==> src/rtl/br_cls_pkg.sv <==
package br_cls_pkg;

    localparam int MASK_W  = 14;
    localparam int B_USER  = 0;
    localparam int B_KERN  = 1;
    localparam int B_COND  = 2;
    localparam int B_JMP   = 3;
    localparam int B_CALL  = 4;
    localparam int B_ICALL = 5;
    localparam int B_ZCALL = 6;
    localparam int B_RET   = 7;
    localparam int B_IRET  = 8;
    localparam int B_SYSC  = 9;
    localparam int B_SYSR  = 10;
    localparam int B_SWINT = 11;
    localparam int B_HWINT = 12;
    localparam int B_ABORT = 13;

    typedef logic [MASK_W-1:0] brmask_t;

    typedef struct packed {
        logic [7:0] lead;
        logic [7:0] second;
        logic [7:0] modrm;
        logic       imm_zero;
    } opc_t;

    function automatic brmask_t bit_of(input int idx);
        brmask_t m;
        m = '0;
        m[idx] = 1'b1;
        return m;
    endfunction

    function automatic brmask_t priv_bit(input logic kern);
        return kern ? bit_of(B_KERN) : bit_of(B_USER);
    endfunction

endpackage

==> src/rtl/br_op_decode.sv <==
module br_op_decode
    import br_cls_pkg::*;
(
    input  opc_t    opc,
    output brmask_t cls
);
    always_comb begin
        cls = '0;
        case (opc.lead) inside
            8'h0F: begin
                case (opc.second) inside
                    8'h05, 8'h34:  cls = bit_of(B_SYSC);
                    8'h07, 8'h35:  cls = bit_of(B_SYSR);
                    [8'h80:8'h8F]: cls = bit_of(B_COND);
                    default:       cls = '0;
                endcase
            end
            [8'h70:8'h7F], [8'hE0:8'hE3]: cls = bit_of(B_COND);
            8'hC2, 8'hC3, 8'hCA, 8'hCB:   cls = bit_of(B_RET);
            8'hCF:                        cls = bit_of(B_IRET);
            [8'hCC:8'hCE]:                cls = bit_of(B_SWINT);
            [8'hE9:8'hEB]:                cls = bit_of(B_JMP);
            8'h9A:                        cls = bit_of(B_CALL);
            8'hE8: cls = opc.imm_zero ? bit_of(B_ZCALL) : bit_of(B_CALL);
            8'hFF: begin
                case (opc.modrm[5:3])
                    3'd2, 3'd3: cls = bit_of(B_ICALL);
                    3'd4, 3'd5: cls = bit_of(B_JMP);
                    default:    cls = '0;
                endcase
            end
            default: cls = '0;
        endcase
    end
endmodule

==> src/rtl/br_priv_fold.sv <==
module br_priv_fold
    import br_cls_pkg::*;
#(
    parameter int AW = 64
) (
    input  brmask_t         cls,
    input  logic [AW-1:0]   src_addr,
    input  logic [AW-1:0]   dst_addr,
    input  logic            src_kernel,
    input  logic            dst_kernel,
    input  logic            abort_flag,
    input  logic            opcode_ok,
    output brmask_t         result
);
    brmask_t plm;
    brmask_t folded;
    logic    ring_entry;

    assign plm        = priv_bit(dst_kernel);
    assign ring_entry = !src_kernel && dst_kernel;

    always_comb begin
        folded = cls;
        if (ring_entry && !cls[B_SYSC] && !cls[B_SWINT])
            folded = bit_of(B_HWINT);
    end

    always_comb begin
        if (src_addr == '0 || dst_addr == '0)
            result = '0;
        else if (abort_flag)
            result = bit_of(B_ABORT) | plm;
        else if (!opcode_ok)
            result = bit_of(B_ABORT);
        else if (folded != '0)
            result = folded | plm;
        else
            result = '0;
    end
endmodule

==> src/rtl/br_type_classifier.sv <==
module br_type_classifier
    import br_cls_pkg::*;
#(
    parameter int AW = 64
) (
    input  logic                clk,
    input  logic                rst,
    input  logic                in_valid,
    input  logic [7:0]          lead_byte,
    input  logic [7:0]          second_byte,
    input  logic [7:0]          modrm_byte,
    input  logic                imm_is_zero,
    input  logic [AW-1:0]       src_addr,
    input  logic [AW-1:0]       dst_addr,
    input  logic                src_kernel,
    input  logic                dst_kernel,
    input  logic                abort_flag,
    input  logic                opcode_ok,
    output logic                out_valid,
    output logic [MASK_W-1:0]   type_mask
);
    opc_t    opc;
    brmask_t cls;
    brmask_t next_mask;

    assign opc = '{lead: lead_byte, second: second_byte,
                   modrm: modrm_byte, imm_zero: imm_is_zero};

    br_op_decode u_dec (
        .opc (opc),
        .cls (cls)
    );

    br_priv_fold #(.AW(AW)) u_fold (
        .cls        (cls),
        .src_addr   (src_addr),
        .dst_addr   (dst_addr),
        .src_kernel (src_kernel),
        .dst_kernel (dst_kernel),
        .abort_flag (abort_flag),
        .opcode_ok  (opcode_ok),
        .result     (next_mask)
    );

    always_ff @(posedge clk) begin
        if (rst) begin
            out_valid <= 1'b0;
            type_mask <= '0;
        end else begin
            out_valid <= in_valid;
            if (in_valid)
                type_mask <= next_mask;
        end
    end

    // at most one class bit and one privilege bit
    a_r1_mask_shape: assert property (@(posedge clk) disable iff (rst)
        out_valid |-> ($onehot0(type_mask[MASK_W-1:2]) && $onehot0(type_mask[1:0])));

    // abort wins over opcode content
    a_r2_abort_priv: assert property (@(posedge clk) disable iff (rst)
        (in_valid && abort_flag && src_addr != '0 && dst_addr != '0)
        |=> (type_mask == (bit_of(B_ABORT) | priv_bit($past(dst_kernel)))));

    // missing opcode yields bare abort
    a_r3_no_opcode: assert property (@(posedge clk) disable iff (rst)
        (in_valid && !abort_flag && !opcode_ok && src_addr != '0 && dst_addr != '0)
        |=> (type_mask == bit_of(B_ABORT)));

    // zero address gives NONE
    a_r10_zero_addr: assert property (@(posedge clk) disable iff (rst)
        (in_valid && (src_addr == '0 || dst_addr == '0)) |=> (type_mask == '0));

    // one-cycle strobe and hold
    a_r11_strobe: assert property (@(posedge clk) disable iff (rst)
        in_valid |=> out_valid);

    a_r11_hold: assert property (@(posedge clk) disable iff (rst)
        !in_valid |=> (!out_valid && $stable(type_mask)));

endmodule

==> config.mk <==
export PLATFORM = sky130hd
export DESIGN_NAME = br_type_classifier
export DESIGN_NICKNAME = d
export VERILOG_FILES = /design/src/rtl/br_cls_pkg.sv /design/src/rtl/br_op_decode.sv /design/src/rtl/br_priv_fold.sv /design/src/rtl/br_type_classifier.sv
export SDC_FILE = /design/constraint.sdc
export NUM_CORES = 1
export LEC_CHECK = 0
export CORE_ASPECT_RATIO = 1.2
export CORE_MARGIN = 5
export CORE_UTILIZATION = 27
export DETAILED_ROUTE_END_ITERATION = 7
export GPL_ROUTABILITY_DRIVEN = 0
export PLACE_DENSITY = 0.87
export SETUP_SLACK_MARGIN = 0.3
export SYNTH_ARGS = -nofsm -noshare
export SYNTH_HDL_FRONTEND = slang
export SYNTH_HIERARCHICAL = 1
export SYNTH_SLANG_ARGS = --single-unit
==> constraint.sdc <==
create_clock -name clk -period 3.1 [get_ports clk]
set_input_delay 0.93 -clock clk [delete_from_list [all_inputs] [get_ports clk]]
set_output_delay 0.93 -clock clk [all_outputs]
set_load 0.02 [all_outputs]
==> summary.txt <==
Outcome
  • Status: completed

Setup path
  • Critical path's largest stage delay: 0.54 ns
  • Worst-case reg-to-reg path depth: 2
  • Worst Path Arrival: 2.85 ns
  • Req. time, crit path: 3.27 ns
  • CP Capture Type: register
  • CP startpoint kind: input pin
  • Levels on crit path: 10
  • Worst-path maximum fanout: 2
  • CP max-delay cell: or4b_4
  • CP Buf/Inv Count: 1
  • WS Path Type: input pin to register
  • Most frequent CP cell: nor2_1
  • Top delay family on crit path: simple AND/OR/NAND/NOR gates
  • CP cell instances: clkdlybuf4s50_1 > nor2_1 > nand2_2 > nor4_4 > or4b_4 > nand2b_4 > o22ai_2 > nor4_2 > mux2i_1 > nor2_1

Flow run
  • Max-cap violations: 0

Yosys
  • Ys Warns: 6
  • Asr flop ratio synth: 0%
  • Synth Instances: 176
  • Seq/Total Area, Yosys: 20.9%
  • #FFs+latches synth: 15
  • Avg Cell Area, Syn: 8.17 sq um
  • EDFF count, synth: 0
  • Top FF cell, synth: dfxtp_1
  • Cell variety after synth: 37
  • Cell Area, Synth: 1440 sq um

GRT
  • Total gr overflow: 0
  • Vias in the first global route: 2186
  • Largest net degree at the start of global routing: 16
  • Gr usage total: 20.0%
  • Initial antenna violation count: 0
  • First-pass GRT wire length: 11300 um

Die
  • # rows: 29
  • Die width: 76.6 um
  • Num ports: 175
  • Core ar.: 5230 sq um
  • Initial Utilization: 27.5%
  • Die Y: 89.9 um
  • Die area: 6890 sq um

Place
  • Port Buffer Count: 168
  • HPWL Detailed: 6470 um
  • Cells after DPL: 415

CTS
  • Root Driver: clkbuf_8
  • Total CTS buffers: 3
  • TritonCTS clock tree: built
  • Htree depth: 1
  • Clock Pin Slew Worst Setup and Hold Paths: 0.05 ns
  • Clock tree sinks: 15
  • Longest Clk Path Bufs: 2
  • Clk Latency, worst-skew pair: 0.24 ns

Drt
  • Drt first pass iters: 4
  • Remaining DRCs: 0
  • Via count: 2130
  • Drt via density: 5.07
  • Detail Route Antenna Nets: 0
  • DR iter-0 viols: 59
  • Post-Route WL: 7310 um
  • Wirelength per Cell: 17.4 um

Finish
  • Layout Utilization: 64.9%
  • Fin cells: 420
  • Area growth from synthesis to layout: 136%
  • Final nets: 519
  • N_diodes: 0
  • Layout cell share with drive strength beyond 1: 14.5%

STA
  • Fin crit share: 86.3%
  • Clock skew: 0 ns
  • RSZ-0062 raised after global routing: false
  • Fin Setup TNS: 0 ns
  • Worst-Margin Slew: 0.827 ns
  • WHS: 0.496 ns
  • Fin crit period: 2.67 ns
  • Final setup viols: 0
  • Max-slew headroom: 44.7%
  • Upper clock frequency limit: 374 MHz
  • Final number of hold-violating endpoints: 0
  • Slew Viols, Final: 0

Power and ir drop
  • Power Total: 0.000646 W
  • Peak VDD IR: 0.000271 V
  • Leakage: 1.39 nW
  • PD cells: 191 nW/um^2

Hold path
  • Hold-critical path depth: 2
  • HP Class: register to register
==> where the power goes <==
group,switching (W),internal (W),leakage (nW)
registers,0.00000203,0.000197,0.122
clock network,0.0000613,0.0000908,0.0228
logic,0.0000867,0.000209,1.25
==> final timing paths <==
| path | start | to | slack (ns) |
|---|---|---|---|
| worst max-delay path | second_byte[7] | type_mask[1]$_SDFFE_PP0P_ | 0.43 |
| worst min-delay path | type_mask[12]$_SDFFE_PP0P_ | type_mask[12]$_SDFFE_PP0P_ | 0.50 |
| worst max register to register | type_mask[7]$_SDFFE_PP0P_ | type_mask[7]$_SDFFE_PP0P_ | 2.45 |
| worst min register to register | type_mask[12]$_SDFFE_PP0P_ | type_mask[12]$_SDFFE_PP0P_ | 0.50 |
==> cell usage in the layout, fill, tap and decap left out, types with 2 or more instances in the layout <==
| cell | Yosys | layout |
|---|---|---|
| conb_1 | 1 | 4 |
| nand2_1 | 8 | 7 |
| inv_1 | 5 | 5 |
| a31oi_1 | 3 | 3 |
| dlygate4sd2_1 | 0 | 6 |
| nor4_1 | 36 | 34 |
| nor3b_1 | 2 | 2 |
| nand3_1 | 9 | 9 |
| nor3_2 | 11 | 10 |
| clkdlybuf4s50_1 | 0 | 155 |
| and3b_1 | 2 | 2 |
| clkbuf_8 | 0 | 3 |
| nor4_2 | 3 | 4 |
| nor2b_1 | 3 | 3 |
| nor2_1 | 20 | 20 |
| nor4_4 | 2 | 3 |
| dlymetal6s2s_1 | 0 | 7 |
| a21oi_2 | 0 | 2 |
| mux2i_1 | 14 | 14 |
| dfxtp_1 | 15 | 15 |
| nand4_1 | 10 | 10 |
| buf_4 | 4 | 17 |
| nor3_1 | 2 | 2 |
==> per-layer routing <==
layer,track usage [%],part of all wire [%],vias to the layer above
met5,0,0,-
met4,4.96,0.73,0
met3,5.10,8.2,6
met2,38.9,55,101
met1,21.0,36,969
li1,-,-,1054
==> registers in the layout, indices dropped and copies added (netlist names) <==
name,count
type_mask,14
out_valid,1
==> layout make-up <==
type                    instances  area [sq um]
multi-input cells             148          1110
inverters                       5          18.8
fillers                       439          1830
repair buffers                186          1840
flip-flops and latches         15           300
clock buffers                   4          45.0
well taps                      62          77.6
==> cells by family after synthesis <==
logic type      Yosys count  synth area share, %
mux                      14                 9.75
buf+inv                  16                 8.01
flops                    15                 20.9
simple gates            118                 55.6
other cells               1                0.261
compound gates           12                 5.48
==> cell usage after synthesis, drive strengths merged (2+ instances only) <==
master   n  area [sq um]
buf      9          88.8
and3b    2          17.5
nor3b    2          15.0
inv      5          18.8
dfxtp   15           300
nand3    9          45.0
nor2    21          81.3
clkbuf   2          7.51
a211oi   2          15.0
a31oi    3          18.8
nor3    13           120
nor2b    3          18.8
nand4   11          75.1
mux2i   14           140
nand2    8          30.0
nor4    41           305
o22ai    2          12.5
a21oi    3          15.0
==> repair_timing <==
action                                  in CTS  in global routing
endpoints found under the setup margin       2                 14
resized for setup                           13                 13
hold buffers                                 0                  0
pin swaps                                    9                  8
endpoints found under the hold margin        0                  0
setup buffers                                1                  0
==> tightest hold or removal path, cell delays in order (launching register included) <==
cell and delay (ns):
dfxtp_1 0.32, mux2i_1 0.06, nor2_1 0.08
==> per-stage QoR <==
stage | setup slack [ns] | cell area [sq um]
2_1_floorplan | 0.647 | 1450
3_3_place_gp | 0.0245 | 3250
3_5_place_dp | -0.0485 | 3250
4_1_cts | 0.302 | 3340
5_1_grt | 0.296 | 3390
6_report | 0.426 | 3390
Note: power is estimated with default switching activity, not from simulation.
